File: config.mk
export PLATFORM = sky130hd
export DESIGN_NAME = stub_block_packer
export DESIGN_NICKNAME = d
export VERILOG_FILES = /design/src/rtl/stub_pack_pkg.sv /design/src/rtl/stub_mask.sv /design/src/rtl/stub_prio.sv /design/src/rtl/stub_block_packer.sv
export SDC_FILE = /design/constraint.sdc
export NUM_CORES = 1
export LEC_CHECK = 0
export BUFFER_PORTS_ARGS = -buffer_cell sky130_fd_sc_hd__buf_2
export CAP_MARGIN = 20
export CORE_ASPECT_RATIO = 1.1
export CORE_MARGIN = 2
export CORE_UTILIZATION = 41
export CTS_CLUSTER_DIAMETER = 200
export DETAILED_ROUTE_END_ITERATION = 6
export PLACE_DENSITY = 0.7
export SYNTH_ARGS = -nofsm -noshare
export SYNTH_HDL_FRONTEND = slang
export SYNTH_SLANG_ARGS = --single-unit
export TNS_END_PERCENT = 10
File: constraint.sdc
create_clock -name clk -period 28.6 [get_ports clk]
set_input_delay 5.72 -clock clk [delete_from_list [all_inputs] [get_ports clk]]
set_output_delay 5.72 -clock clk [all_outputs]
set_load 0.01 [all_outputs]
File: src/rtl/stub_pack_pkg.sv
package stub_pack_pkg;
   typedef enum logic [2:0] {
      PK_IDLE,
      PK_VPAT,
      PK_SPAT,
      PK_FRA,
      PK_FRB,
      PK_DONE
   } pk_state_t;
endpackage

File: src/rtl/stub_mask.sv
module stub_mask #(
   parameter int N_SRC         = 5,
   parameter int SLOTS_PER_SRC = 3,
   localparam int N_SLOT       = N_SRC * SLOTS_PER_SRC
) (
   input  logic [N_SRC-1:0]  src_active,
   input  logic              zs_en,
   input  logic [N_SLOT-1:0] slot_vld,
   input  logic [N_SLOT-1:0] slot_serr,
   output logic [N_SLOT-1:0] vp_m,
   output logic [N_SLOT-1:0] se_m,
   output logic [N_SLOT-1:0] incl
);
   for (genvar s = 0; s < N_SRC; s++) begin : g_src
      for (genvar k = 0; k < SLOTS_PER_SRC; k++) begin : g_slot
         localparam int IDX = s * SLOTS_PER_SRC + k;
         assign vp_m[IDX] = slot_vld[IDX]  & src_active[s];
         assign se_m[IDX] = slot_serr[IDX] & src_active[s];
         assign incl[IDX] = src_active[s] & (~zs_en | slot_vld[IDX]);
      end
   end
endmodule

File: src/rtl/stub_prio.sv
module stub_prio #(
   parameter int N  = 15,
   localparam int IW = (N > 1) ? $clog2(N) : 1
) (
   input  logic [N-1:0]  req,
   output logic [IW-1:0] idx,
   output logic          any,
   output logic          single
);
   always_comb begin
      idx = '0;
      for (int i = N - 1; i >= 0; i--) begin
         if (req[i]) idx = IW'(i);
      end
   end
   assign any    = |req;
   assign single = any && ((req & (req - N'(1))) == '0);
endmodule

File: src/rtl/stub_block_packer.sv
module stub_block_packer
   import stub_pack_pkg::*;
#(
   parameter int N_SRC         = 5,
   parameter int SLOTS_PER_SRC = 3,
   parameter int W             = 16,
   localparam int N_SLOT       = N_SRC * SLOTS_PER_SRC,
   localparam int IW           = (N_SLOT > 1) ? $clog2(N_SLOT) : 1,
   localparam int MAX_WORDS    = 2 * N_SLOT + 2,
   localparam int CW           = $clog2(MAX_WORDS + 1)
) (
   input  logic                clk,
   input  logic                rst_n,
   input  logic                start,
   input  logic [N_SRC-1:0]    src_active,
   input  logic                zs_en,
   input  logic [N_SLOT-1:0]   slot_vld,
   input  logic [N_SLOT-1:0]   slot_serr,
   input  logic [N_SLOT*W-1:0] slot_fr1,
   input  logic [N_SLOT*W-1:0] slot_fr2,
   output logic [W-1:0]        out_data,
   output logic                out_valid,
   input  logic                out_ready,
   output logic                out_last,
   output logic                done,
   output logic                busy
);
   if (N_SLOT > W - 1) begin : g_chk_width
      $error("pattern words need N_SLOT < W");
   end
   if (N_SRC < 1 || SLOTS_PER_SRC < 1) begin : g_chk_count
      $error("need at least one source and one slot");
   end

   pk_state_t           st_q;
   logic [N_SLOT-1:0]   vp_m, se_m, incl;
   logic [N_SLOT-1:0]   vp_q, se_q, pend_q;
   logic [W-1:0]        fra_q [N_SLOT];
   logic [W-1:0]        frb_q [N_SLOT];
   logic [IW-1:0]       cur;
   logic                any_pend, one_pend, hs;
   logic [CW-1:0]       wcnt_q;

   stub_mask #(.N_SRC(N_SRC), .SLOTS_PER_SRC(SLOTS_PER_SRC)) u_mask (
      .src_active(src_active), .zs_en(zs_en), .slot_vld(slot_vld),
      .slot_serr(slot_serr), .vp_m(vp_m), .se_m(se_m), .incl(incl)
   );

   stub_prio #(.N(N_SLOT)) u_prio (
      .req(pend_q), .idx(cur), .any(any_pend), .single(one_pend)
   );

   assign out_valid = (st_q == PK_VPAT) || (st_q == PK_SPAT) ||
                      (st_q == PK_FRA)  || (st_q == PK_FRB);
   assign hs        = out_valid && out_ready;
   assign done      = (st_q == PK_DONE);
   assign busy      = (st_q != PK_IDLE);
   assign out_last  = ((st_q == PK_SPAT) && !any_pend) ||
                      ((st_q == PK_FRB)  && one_pend);

   always_comb begin
      unique case (st_q)
         PK_VPAT: out_data = {{(W-N_SLOT){1'b0}}, vp_q};
         PK_SPAT: out_data = {{(W-N_SLOT){1'b0}}, se_q};
         PK_FRA:  out_data = {1'b0, fra_q[cur][W-2:0]};
         PK_FRB:  out_data = {1'b0, frb_q[cur][W-2:0]};
         default: out_data = '0;
      endcase
   end

   always_ff @(posedge clk) begin
      if (!rst_n) begin
         st_q   <= PK_IDLE;
         vp_q   <= '0;
         se_q   <= '0;
         pend_q <= '0;
      end else begin
         unique case (st_q)
            PK_IDLE: if (start) begin
               vp_q   <= vp_m;
               se_q   <= se_m;
               pend_q <= incl;
               st_q   <= (|src_active) ? PK_VPAT : PK_DONE;
            end
            PK_VPAT: if (hs) st_q <= PK_SPAT;
            PK_SPAT: if (hs) st_q <= any_pend ? PK_FRA : PK_DONE;
            PK_FRA:  if (hs) st_q <= PK_FRB;
            PK_FRB:  if (hs) begin
               pend_q <= pend_q & ~(N_SLOT'(1) << cur);
               st_q   <= one_pend ? PK_DONE : PK_FRA;
            end
            default: st_q <= PK_IDLE;
         endcase
      end
   end

   for (genvar i = 0; i < N_SLOT; i++) begin : g_cap
      always_ff @(posedge clk) begin
         if (st_q == PK_IDLE && start) begin
            fra_q[i] <= slot_fr1[i*W +: W];
            frb_q[i] <= slot_fr2[i*W +: W];
         end
      end
   end

   always_ff @(posedge clk) begin
      if (!rst_n || st_q == PK_IDLE) wcnt_q <= '0;
      else if (hs)                   wcnt_q <= wcnt_q + CW'(1);
   end

   a_r10_hold_stall: assert property (@(posedge clk) disable iff (!rst_n)
      out_valid && !out_ready |=> out_valid && $stable(out_data) && $stable(out_last));
   a_r6_msb_zero: assert property (@(posedge clk) disable iff (!rst_n)
      out_valid |-> !out_data[W-1]);
   a_r7_last_needs_valid: assert property (@(posedge clk) disable iff (!rst_n)
      out_last |-> out_valid);
   a_r7_len_bound: assert property (@(posedge clk) disable iff (!rst_n)
      out_valid |-> wcnt_q < CW'(MAX_WORDS));
   a_r9_done_follows_last: assert property (@(posedge clk) disable iff (!rst_n)
      hs && out_last |=> done);
   a_r9_done_single: assert property (@(posedge clk) disable iff (!rst_n)
      done |=> !done && !busy);
   a_r11_start_ignored: assert property (@(posedge clk) disable iff (!rst_n)
      busy && !done && !hs |=> busy);
endmodule

Word-level counts from Yosys, hierarchy flattened. Memories as Yosys holds them, arrays and structs flattened. Cells that the tools add are included.

Input bits: 520. Bits in latches: 0. Bits in writable memories: 480. Flip-flop bits (word level): 48. Memories: 2. Logic and storage cells: 131. Output and inout bits: 20. Bits in read-only memories: 0.

Memories: fra_q (words 15, bits a word 16, read ports 1, clocked after memory_dff 0, wr ports 15, RTL line stub_block_packer.sv:38) `logic [W-1:0] fra_q [N_SLOT];`; frb_q (words 15, bits a word 16, read ports 1, clocked after memory_dff 0, wr ports 15, RTL line stub_block_packer.sv:39) `logic [W-1:0] frb_q [N_SLOT];`.

Equal/unequal tests: 10. Mux-type cells: 30. Reductions and logical operators: 19. Div/mod/pow operators: 0. $mul: 0. $add $sub $neg: 1. Bitwise gates (word level): 64. Shifts and indexed selects: 1. Magnitude comparators: 0.

Operators by type and width (count): 4-bit 2-to-1 mux (15); 15-bit one-hot mux with 4 select lines (1); 1-bit bitwise AND (45); 15-bit bitwise AND (2); 15-bit 2-to-1 mux (2); 15-bit one-hot mux with 2 select lines (1); 3-bit 2-to-1 mux (8); 15-bit zero test (1); 15-bit inverter (1); 1-bit bitwise OR (15); 3-bit one-hot mux with 5 select lines (1); 15-bit OR reduction (1); 1-bit by 4-bit << shifter with 15-bit output, first input constant (1); 15-bit by 1-bit subtractor with 15-bit output, second input constant (1); 2-bit != test, second input constant (5); 3-bit by 2-bit equality test with 1-bit output, second input constant (2); 3-bit equality test, second input constant (2); 1-bit logical AND (5); 5-bit AND reduction (1); 5-bit OR reduction (1); 1-bit logical OR (4); 3-bit by 1-bit equality test with 1-bit output, second input constant (1); 3-bit zero test (1); 3-bit AND reduction (1); other kinds (6) (7).

Depth between registers and ports, before layout. Gate-level depths: netlist (run 1).

Word-level depth: 20. Mapped depth: 12. Depth with buffers taken out: 8.

Cells and area by module. A second synthesis (run 1) with hierarchy kept.

Cells, all modules: 1245. Area, all modules: 20368.3 um^2.

By module, submodules not included: stub_block_packer (sequential area each 14473.9 um^2, area an instance 19658.9 um^2, cells each 1136, times used 1); stub_mask (sequential area each 0.0 um^2, area an instance 405.4 um^2, cells each 61, times used 1); stub_prio (sequential area each 0.0 um^2, area an instance 304.0 um^2, cells each 48, times used 1).

Worst setup path before layout (run 1). No wires, ideal clock.

Path kind: input port to flip-flop. From: in start. To: mem fra_q[0][0] (enable). Stages: 3. Setup slack: 9.376 ns. Arrival: 18.233 ns. Buffers on the path: 1. Cells stage by stage: nand2_1 -> inv_1 -> clkbuf_1.

RTL lines: from (decl) (RTL line stub_block_packer.sv:14) `input logic start,`; to (decl) (RTL line stub_block_packer.sv:38).

Worst setup path after layout (run 1).
From: reg pend_q[14]. To: out out_data[0].

Word-level cells in the longest chain between the ends: 17.

Ends and longest elaborated chain: from (decl) (RTL line stub_block_packer.sv:37) `logic [N_SLOT-1:0] vp_q, se_q, pend_q;`; from (signal assigned) (RTL line stub_block_packer.sv:82) `pend_q <= incl;`; from (signal assigned) (RTL line stub_block_packer.sv:89) `pend_q <= pend_q & ~(N_SLOT'(1) << cur);`; 4-bit 2-to-1 mux * (15 in a row) (RTL line stub_prio.sv:13) `if (req[i]) idx = IW'(i);`; memory 15 x 16 bit (on tied branches); 15-bit one-hot mux with 4 select lines * (RTL line stub_block_packer.sv:62) `unique case (st_q)`; to (decl) (RTL line stub_block_packer.sv:21) `output logic [W-1:0] out_data,`.

Mark *: on every way between the ends. The rest lies on a longest branch, timed or not.

==> out/qor.yml, run 1 <==
fillers: 4118
grt_pass1_wl_mm: 95.15
cts_sinks: 498
clk_pin_slew_worst_paths_ps: 60
vdd_drop_max_mv: 0.05308
period_share_pct: 37.01
cp-start-kind: "register"
setup_violations: 0
required_ps: 22880
slew_viol_final: 0
cts_tree: "done"
cp.arrival_ps: 4870
synthesis.area_um2: 19640
layout_common_cells: "buf_2 (508), edfxtp_1 (450), nand2_1 (169)"
holdBufCountCts: 0
drt-initial-drc-count: 1477
ys_seq_area_share_pct: 73.71
routabilityCongestion: 0.8650
dr.pass1.iters: 5
num_vias: 14960
hold_viol: 0
layout_min_cycle_time_ps: 10590
relSlewSlack_pct: 8.860
endpoint_kind: "output port"
cts_setup_buffers: 0
portBuffers: 508
htreeDepth: 2
drv_cap: 0
place.detailed.hpwl_mm: 47.17
wl_per_cell_um: 26.04
drt-total-wl_mm: 68.14
cts_buffers: 52
area_growth_syn_to_layout_pct: 25.37
tightestPinTransition_ps: 1367
grt_pass1_vias: 14860
ys_ff_latch: 498
hold_class: "reg -> reg"
place_area_um2: 22810
status: "complete, no violations"
ios: 540
insertion_delay_ps: 590
synth_edf_count: 450
cp_max_fo: 74
ys_warn_count: 0
grt_usage_pct: 26.71
fin_area_um2: 24620
power.density_nw_per_um2: 86.89
clock_path_buffers: 3
grt_start_max_net_pins: 204
start_util_pct: 41.33
path_class: "reg -> out"
cts_resized: 0
drcViolationCount: 0
clockRootBuffer: "clkbuf_16"
syn_area_per_cell_um2: 13.96
cellLeakagePower_nw: 9.070
dieArea_um2: 49660
coreArea_um2: 47510
synth_nets: 1927
antenna_found_initial: 34
dominantRegCellSynth: "edfxtp_1"
syn_inst: 1407
die_h_um: 233.5
final_common_cell: "buf_2"
synthArstFlopShare_pct: 0
drt-vias-per-instance: 5.717
max_freq_mhz: 94.47
nets: 2423
drive_above_1_share_pct: 32.75
grt-ovfl-total: 0
antenna_left: 0
rows: 84
fin_setup_tns_ps: 0
die_w_um: 212.7
synth_cell_types: 64
rsz0062_at_grt: "false"
finClkSkew_ps: 16.21
-- power by group --
part / internal [mW] / switching (mW) / total, mW
registers: 0.913 / 0.0304 / 0.943
clock network: 0.404 / 0.282 / 0.686
logic: 0.144 / 0.367 / 0.511
total: 1.46 / 0.679 / 2.14
-- critical path, cell delays in order, from the launching register on --
cell,delay (ps)
dfxtp_1,400
nor3b_1,430
o221ai_4,220
and3b_2,300
a21oi_4,460
buf_4,840
o221ai_1,430
a31oi_1,380
o211ai_1,360
o211ai_1,230
buf_2,190
-- metrics by stage --
stage                     setup slack [ps]  utilization (%)  power (mW)  cells  hold WS, ps
after global placement               18710            47.98       1.453   2491        439.5
after detailed placement             18690            48.02       1.467   2493        446.2
after global routing                 17780            51.81       2.223   2614        469.6
after floorplan                       9376                -       1.314   1407        431.6
after CTS                            18030            51.62       2.149   2589        454.4
final                                18010            51.82       2.139   2617        454.9
-- cells in the mapped netlist, drive strengths merged, types with 36 or more instances --
master	number	share of area, %
o22ai	54	1.7
nand3	52	1.3
a21oi	83	2.2
buf	36	1.2
edfxtp	450	69
dfxtp	48	4.9
nand2	172	3.3
nor2	64	1.2
a31oi	42	1.3
clkbuf	61	1.2
o21ai	70	1.8
o221ai	67	3.1
-- logic make-up after synthesis --
family	count (synthesis)	synth area share (%)
compound gates	428	14.72
xor+xnor	1	0.04461
buf+inv	106	2.574
flops	498	73.71
mux	15	0.7838
other cells	1	0.01910
simple gates	358	8.150
-- state kept, by name, summed over array words and instances (netlist names) --
register / count
frb_q: 225
pend_q: 15
st_q: 3
vp_q: 15
se_q: 15
fra_q: 225
-- metal layers --
layer / global-route usage (%) / part of all wire (%) / vias up
li1: - / - / 6599
met5: 0 / 0.12 / -
met4: 11.30 / 3.9 / 14
met3: 6.090 / 8.0 / 153
met1: 33.16 / 38 / 7399
met2: 44.90 / 50 / 797
-- final timing paths --
kind,start,endpoint,slack (ps),cells after the start
worst max-delay path,pend_q[14]$_SDFFE_PN0P_,out_data[0],18010,10
worst min-delay path,vp_q[6]$_SDFFE_PN0P_,vp_q[6]$_SDFFE_PN0P_,450,2
worst max register to register,st_q[2]$_SDFFE_PN0P_,fra_q[7][12]$_DFFE_PP_,24400,8
worst min register to register,vp_q[6]$_SDFFE_PN0P_,vp_q[6]$_SDFFE_PN0P_,450,2
-- cell type report --
cell class	count	area (µm²)	share of cell area [%]
well taps	645	807.0	3.278
clock buffers	68	1383	5.616
repair buffers	539	2814	11.43
flip-flops and latches	498	14470	58.79
clock inverters	28	326.6	1.326
diodes	27	67.56	0.2744
inverters	9	41.29	0.1677
multi-input cells	803	4706	19.11
Power figures use the tool's default switching activity.
==> run 2: changes to the inputs <==
--- a/config.mk
+++ b/config.mk
@@ -12,7 +12,7 @@
 export CORE_UTILIZATION = 41
 export CTS_CLUSTER_DIAMETER = 200
 export DETAILED_ROUTE_END_ITERATION = 6
-export PLACE_DENSITY = 0.7
+export PLACE_DENSITY = 0.73
 export SYNTH_ARGS = -nofsm -noshare
 export SYNTH_HDL_FRONTEND = slang
 export SYNTH_SLANG_ARGS = --single-unit
==> constraint.sdc (replaced) <==
create_clock -name clk -period 8.5 [get_ports clk]
set_input_delay 1.7 -clock clk [delete_from_list [all_inputs] [get_ports clk]]
set_output_delay 1.7 -clock clk [all_outputs]
set_load 0.01 [all_outputs]
==> run 2 against run 1 <==
Effect of this change: clock skew grew 5.2 ps; first-iteration DRC count down 7.9%; clock power rose to 3.3 times the previous value; die area unchanged; core utilization fell by 0.13 points; largest cell class unchanged.
==> out/qor.yml, run 2 (same netlist as run 1, synthesis figures left out) <==
hold_class: "reg -> reg"
ios: 540  # unchanged
final_common_cell: "buf_2"
drive_above_1_share_pct: 32.94  # +0.19 points
portBuffers: 508  # unchanged
cts_sinks: 498  # unchanged
dieArea_um2: 49660  # unchanged
cp-start-kind: "register"
tightestPinTransition_ps: 1176  # -190.8 ps
grt_pass1_wl_mm: 94.22  # -0.98%
cts_resized: 0  # unchanged
holdBufCountCts: 0  # unchanged
clockRootBuffer: "clkbuf_16"
antenna_found_initial: 25  # -26%
antenna_left: 0  # unchanged
drt-total-wl_mm: 67.38  # -1.1%
wl_per_cell_um: 25.78  # -1.0%
htreeDepth: 2  # unchanged
grt_usage_pct: 26.51  # -0.20 points
nets: 2423  # unchanged
grtUsageMet3_pct: 6.238  # +0.15 points
drcViolationCount: 0  # unchanged
clk_pin_slew_worst_paths_ps: 60  # about the same
rows: 84  # unchanged
rrSetupSlack_ps: 5110  # -19290 ps
cts_tree: "done"
cp.arrival_ps: 4690  # -180 ps
cts_buffers: 51  # -1.9%
vdd_drop_max_mv: 0.1935  # +260%
die_w_um: 212.7  # unchanged
layout_common_cells: "buf_2 (508), edfxtp_1 (450), nand2_1 (169)"
num_vias: 14870  # -0.65%
slew_viol_final: 0  # unchanged
fillers: 4076  # -1.0%
cellLeakagePower_nw: 9.054  # -0.18%
start_util_pct: 41.33  # unchanged
drt-vias-per-instance: 5.687  # -0.53%
grt-ovfl-total: 0  # unchanged
grt_pass1_vias: 14600  # -1.8%
drt-initial-drc-count: 1360  # -7.9%
period_share_pct: 75.19
relSlewSlack_pct: 21.58  # +13 points
power.density_nw_per_um2: 290.9  # +230%
clock_path_buffers: 3  # unchanged
dr.pass1.iters: 5  # unchanged
grt_util_met2_pct: 44.13  # -0.78 points
finClkSkew_ps: 21.43  # +5.218 ps
insertion_delay_ps: 590  # about the same
area_growth_syn_to_layout_pct: 25.06
endpoint_kind: "output port"
grtUsageMet1_pct: 33.10  # -0.066 points
busiest_layer: "met2"
top_regs: "fra_q (225), frb_q (225)"
die_h_um: 233.5  # unchanged
cp_max_fo: 39  # -47%
setup_violations: 0  # unchanged
max_freq_mhz: 156.5
grt_start_max_net_pins: 199  # -2.5%
place.detailed.hpwl_mm: 47.33  # +0.34%
drv_cap: 0  # unchanged
rsz0062_at_grt: "false"
routabilityCongestion: 0.8718  # +0.79%
required_ps: 6800  # -16080 ps
fin_setup_tns_ps: 0  # unchanged
status: "complete, no violations"
layout_min_cycle_time_ps: 6392
hold_ws_ps: 455.1  # +0.1700 ps
cts_setup_buffers: 0  # unchanged
hold_viol: 0  # unchanged
coreArea_um2: 47510  # unchanged
path_class: "reg -> out"
-- run 2: cell count changes in the layout (fill, tap and decap cells not counted), moves of 2 or more --
cell and delta:
clkinv_1 -4, clkinv_2 +3, bufinv_16 -2, clkbuf_8 +2, buf_4 +3
-- run 2: final cells by class --
class	instances	area, µm²	share of cell area, %
Sequential cell	498	14470	58.94
Multi-Input combinational cell	803	4707	19.17
Timing Repair Buffer	540	2808	11.43
Clock buffer	69	1389	5.655
Inverter	9	41.29	0.1681
Antenna cell	26	65.06	0.2649
Tap cell	645	807.0	3.286
Clock inverter	24	266.5	1.085
-- run 2: final timing paths --
path | cells past startpoint | from | end
worst max-delay path | 11 | pend_q[6]$_SDFFE_PN0P_ | out_data[8]
worst max register to register | 7 | pend_q[0]$_SDFFE_PN0P_ | pend_q[11]$_SDFFE_PN0P_
worst min-delay path | 2 | vp_q[6]$_SDFFE_PN0P_ | vp_q[6]$_SDFFE_PN0P_
worst min register to register | 2 | vp_q[6]$_SDFFE_PN0P_ | vp_q[6]$_SDFFE_PN0P_
-- run 2: routing by layer --
layer / share of wire, % / vias to the layer above
li1: - / 6591
met1: 38 / 7322
met2: 49 / 782
met5: 0.092 / -
met4: 4.3 / 10
met3: 8.7 / 160
-- run 2: worst max-delay path, stage by stage, from the launching register on --
cell and delay (ps):
dfxtp_1 490, inv_1 90, a221oi_1 350, a211o_1 180, buf_4 260, and2_4 530
buf_4 610, mux2_1 440, a221oi_1 500, o21ai_0 160, a211o_1 320, buf_2 140
-- run 2: metrics by stage --
stage / worst slack [ps] / util (%) / instance area (µm²) / total power [mW] / std cells
2_1_floorplan: 208.8 / - / 19640 / 4.312 / 1407
3_3_place_gp: 2756 / 48.06 / 22830 / 4.903 / 2494
3_5_place_dp: 2710 / 48.07 / 22840 / 4.949 / 2495
4_1_cts: 2066 / 51.56 / 24490 / 7.176 / 2588
5_1_grt: 1846 / 51.65 / 24530 / 7.419 / 2605
6_report: 2108 / 51.69 / 24560 / 7.143 / 2614
-- run 2: power by group --
group          total, mW  internal (mW)  switching [mW]
Sequential          3.17           3.07           0.100
Clock               2.24           1.30           0.941
Combinational       1.73          0.484            1.25
==> run 3: changes to the inputs <==
--- a/config.mk
+++ b/config.mk
@@ -12,7 +12,7 @@
 export CORE_UTILIZATION = 41
 export CTS_CLUSTER_DIAMETER = 200
 export DETAILED_ROUTE_END_ITERATION = 6
-export PLACE_DENSITY = 0.73
+export PLACE_DENSITY = 0.7
 export SYNTH_ARGS = -nofsm -noshare
 export SYNTH_HDL_FRONTEND = slang
 export SYNTH_SLANG_ARGS = --single-unit
==> constraint.sdc (replaced) <==
create_clock -name clk -period 6.6 [get_ports clk]
set_input_delay 1.32 -clock clk [delete_from_list [all_inputs] [get_ports clk]]
set_output_delay 1.32 -clock clk [all_outputs]
set_load 0.01 [all_outputs]
==> run 3 against run 2 <==
Effect of this change: largest cell class unchanged; first-iteration DRC count up 18%; die area unchanged; clock-buffer cell count down 5; critical endpoint is now out_data[2]; wire length down 0.40%; register-to-register slack worse by 1800 ps; cell count about the same.
==> out/qor.yml, run 3 (same netlist as run 1, synthesis figures left out) <==
insertion_delay_ps: 590  # about the same
setup_violations: 0  # unchanged
grt_usage_pct: 26.62  # +0.11 points
path_class: "reg -> out"
holdBufCountCts: 0  # unchanged
rr_endpoint: "pend_q[10]$_SDFFE_PN0P_"
cts_buffers: 51  # unchanged
rrSetupSlack_ps: 3330  # -1780 ps
drv_cap: 0  # unchanged
layout_common_cells: "buf_2 (508), edfxtp_1 (450), nand2_1 (169)"
max_freq_mhz: 167.8
critPathSlowestCell: "and2_4"
area_growth_syn_to_layout_pct: 24.65
clock_path_buffers: 3  # unchanged
seqCellArea_um2: 14470  # unchanged
wl_per_cell_um: 25.68  # -0.36%
place.detailed.hpwl_mm: 47.68  # +0.75%
power.density_nw_per_um2: 367.2  # +26%
grt_pass1_wl_mm: 94.13  # about the same
p_clk_share_pct: 29.9  # -1.5 points
die_w_um: 212.7  # unchanged
num_vias: 14650  # -1.4%
min_path_cells: 2  # unchanged
p_switching_mw: 2.909  # +27%
slew_viol_final: 0  # unchanged
hold_end: "vp_q[14]$_SDFFE_PN0P_"
drcViolationCount: 0  # unchanged
relSlewSlack_pct: 34.98  # +13 points
portBuffers: 508  # unchanged
p_total_mw: 8.987  # +26%
rsz0062_at_grt: "false"
ios: 540  # unchanged
drive_above_1_share_pct: 33.03  # +0.086 points
grt-ovfl-total: 0  # unchanged
cts_sinks: 498  # unchanged
endpoint_kind: "output port"
drt-vias-per-instance: 5.607  # -1.4%
swShare_pct: 32.37  # +0.32 points
r2r-start: "pend_q[0]$_SDFFE_PN0P_"
coreArea_um2: 47510  # unchanged
combPwrFrac_pct: 24.7  # +0.5 points
top_regs: "fra_q (225), frb_q (225)"
fillers: 4156  # +2.0%
nets: 2427  # +0.17%
multi_input_area_um2: 4712  # +0.11%
hold_viol: 0  # unchanged
cp-start-kind: "register"
critPathMaxStageDelay_ps: 640  # +30 ps
worstPathCellList: "inv_1, a221oi_1, a211o_1, and2_4, buf_4, a21oi_1, a2111oi_0, o211ai_1, o221ai_1, buf_2"
cp.arrival_ps: 4640  # -50 ps
antenna_found_initial: 28  # +12%
finClkSkew_ps: 15.56  # -5.866 ps
htreeDepth: 2  # unchanged
cp_max_fo: 34  # -13%
final_common_cell: "buf_2"
drt-total-wl_mm: 67.11  # -0.40%
hold_start: "vp_q[14]$_SDFFE_PN0P_"
grt_start_max_net_pins: 154  # -23%
period_share_pct: 90.30
status: "complete, no violations"
cts_setup_buffers: 0  # unchanged
cellLeakagePower_nw: 9.025  # -0.33%
cts_tree: "done"
required_ps: 5280  # -1520 ps
drt-initial-drc-count: 1607  # +18%
r2r_cells: 7  # unchanged
dr.pass1.iters: 6  # +1
rows: 84  # unchanged
tightestPinTransition_ps: 975.4  # -201.0 ps
start_util_pct: 41.33  # unchanged
routabilityCongestion: 0.8675  # -0.49%
vdd_drop_max_mv: 0.2525  # +30%
die_h_um: 233.5  # unchanged
clockRootBuffer: "clkbuf_16"
seq_power_share_pct: 45.4  # +1.0 points
layout_min_cycle_time_ps: 5960
antenna_left: 0  # unchanged
dieArea_um2: 49660  # unchanged
fin_setup_tns_ps: 0  # unchanged
p_int_mw: 6.078  # +25%
hold_class: "reg -> reg"
grt_pass1_vias: 14520  # -0.58%
clk_pin_slew_worst_paths_ps: 60  # about the same
cts_resized: 0  # unchanged
[run 3: changes by cell type in the layout (fill, tap and decap cells not counted), moves of 2 or more]
cell / before / now
clkinv_2: 6 / 10
buf_4: 30 / 33
diode_2: 26 / 21
clkbuf_1: 14 / 12
bufinv_16: 5 / 1
clkbuf_8: 2 / 0
clkinv_1: 7 / 10
[run 3: how the worst max path moves through the flow]
stage / from / to / slack [ps] / cells past startpoint
after floorplan: start / fra_q[0][0]$_DFFE_PP_ / 1330 / 3
after global placement: pend_q[6]$_SDFFE_PN0P_ / out_data[2] / 1460 / 10
after detailed placement: pend_q[6]$_SDFFE_PN0P_ / out_data[2] / 1180 / 10
after CTS: pend_q[6]$_SDFFE_PN0P_ / out_data[2] / 570 / 10
after global routing: pend_q[6]$_SDFFE_PN0P_ / out_data[2] / 350 / 10
final: pend_q[6]$_SDFFE_PN0P_ / out_data[2] / 640 / 10
[run 3: layer usage]
metal | routed length [µm] | track usage [%] | vias to the layer above
met3 | 5602 | 5.660 | 149
li1 | - | - | 6585
met1 | 25700 | 33.57 | 7101
met5 | 89 | 0 | -
met4 | 2659 | 10.75 | 14
met2 | 33060 | 44.72 | 803
[run 3: critical path, delay by kind of cell (launching register included)]
family	cells	cell delay, ps
DFF	1	500
buffers and inverters	3	720
and+or+nand+nor	1	640
AOI/OAI and AO/OA	6	2160
[run 3: final cells by class]
type	instances	share of cell area (%)
sequential	498	59.13
multi-input combinational	803	19.25
inverter	9	0.1687
tap	645	3.297
clock buffer	64	5.500
antenna	21	0.2147
clock inverter	29	0.7923
timing repair buffer	544	11.64
[run 3: power by group through the flow]
| stage | logic (mW) | clock network [mW] | registers (mW) |
|---|---|---|---|
| after floorplan | 1.32 | 0 | 4.16 |
| after global placement | 2.20 | 0 | 4.13 |
| after detailed placement | 2.23 | 0 | 4.14 |
| after CTS | 2.24 | 2.71 | 4.08 |
| after global routing | 2.41 | 2.84 | 4.11 |
| final | 2.22 | 2.68 | 4.08 |
[run 3: metrics by stage]
step | utilization [%] | hold WS, ps | setup WS (ps) | instances | area (µm²)
floorplan | - | 431.6 | 1334 | 1407 | 19640
global placement | 48.16 | 437.7 | 1463 | 2498 | 22880
detailed placement | 48.16 | 445.0 | 1184 | 2498 | 22880
CTS | 51.40 | 452.9 | 566.1 | 2591 | 24420
global route | 51.51 | 469.4 | 345.4 | 2611 | 24470
finish | 51.53 | 453.3 | 640.0 | 2613 | 24480
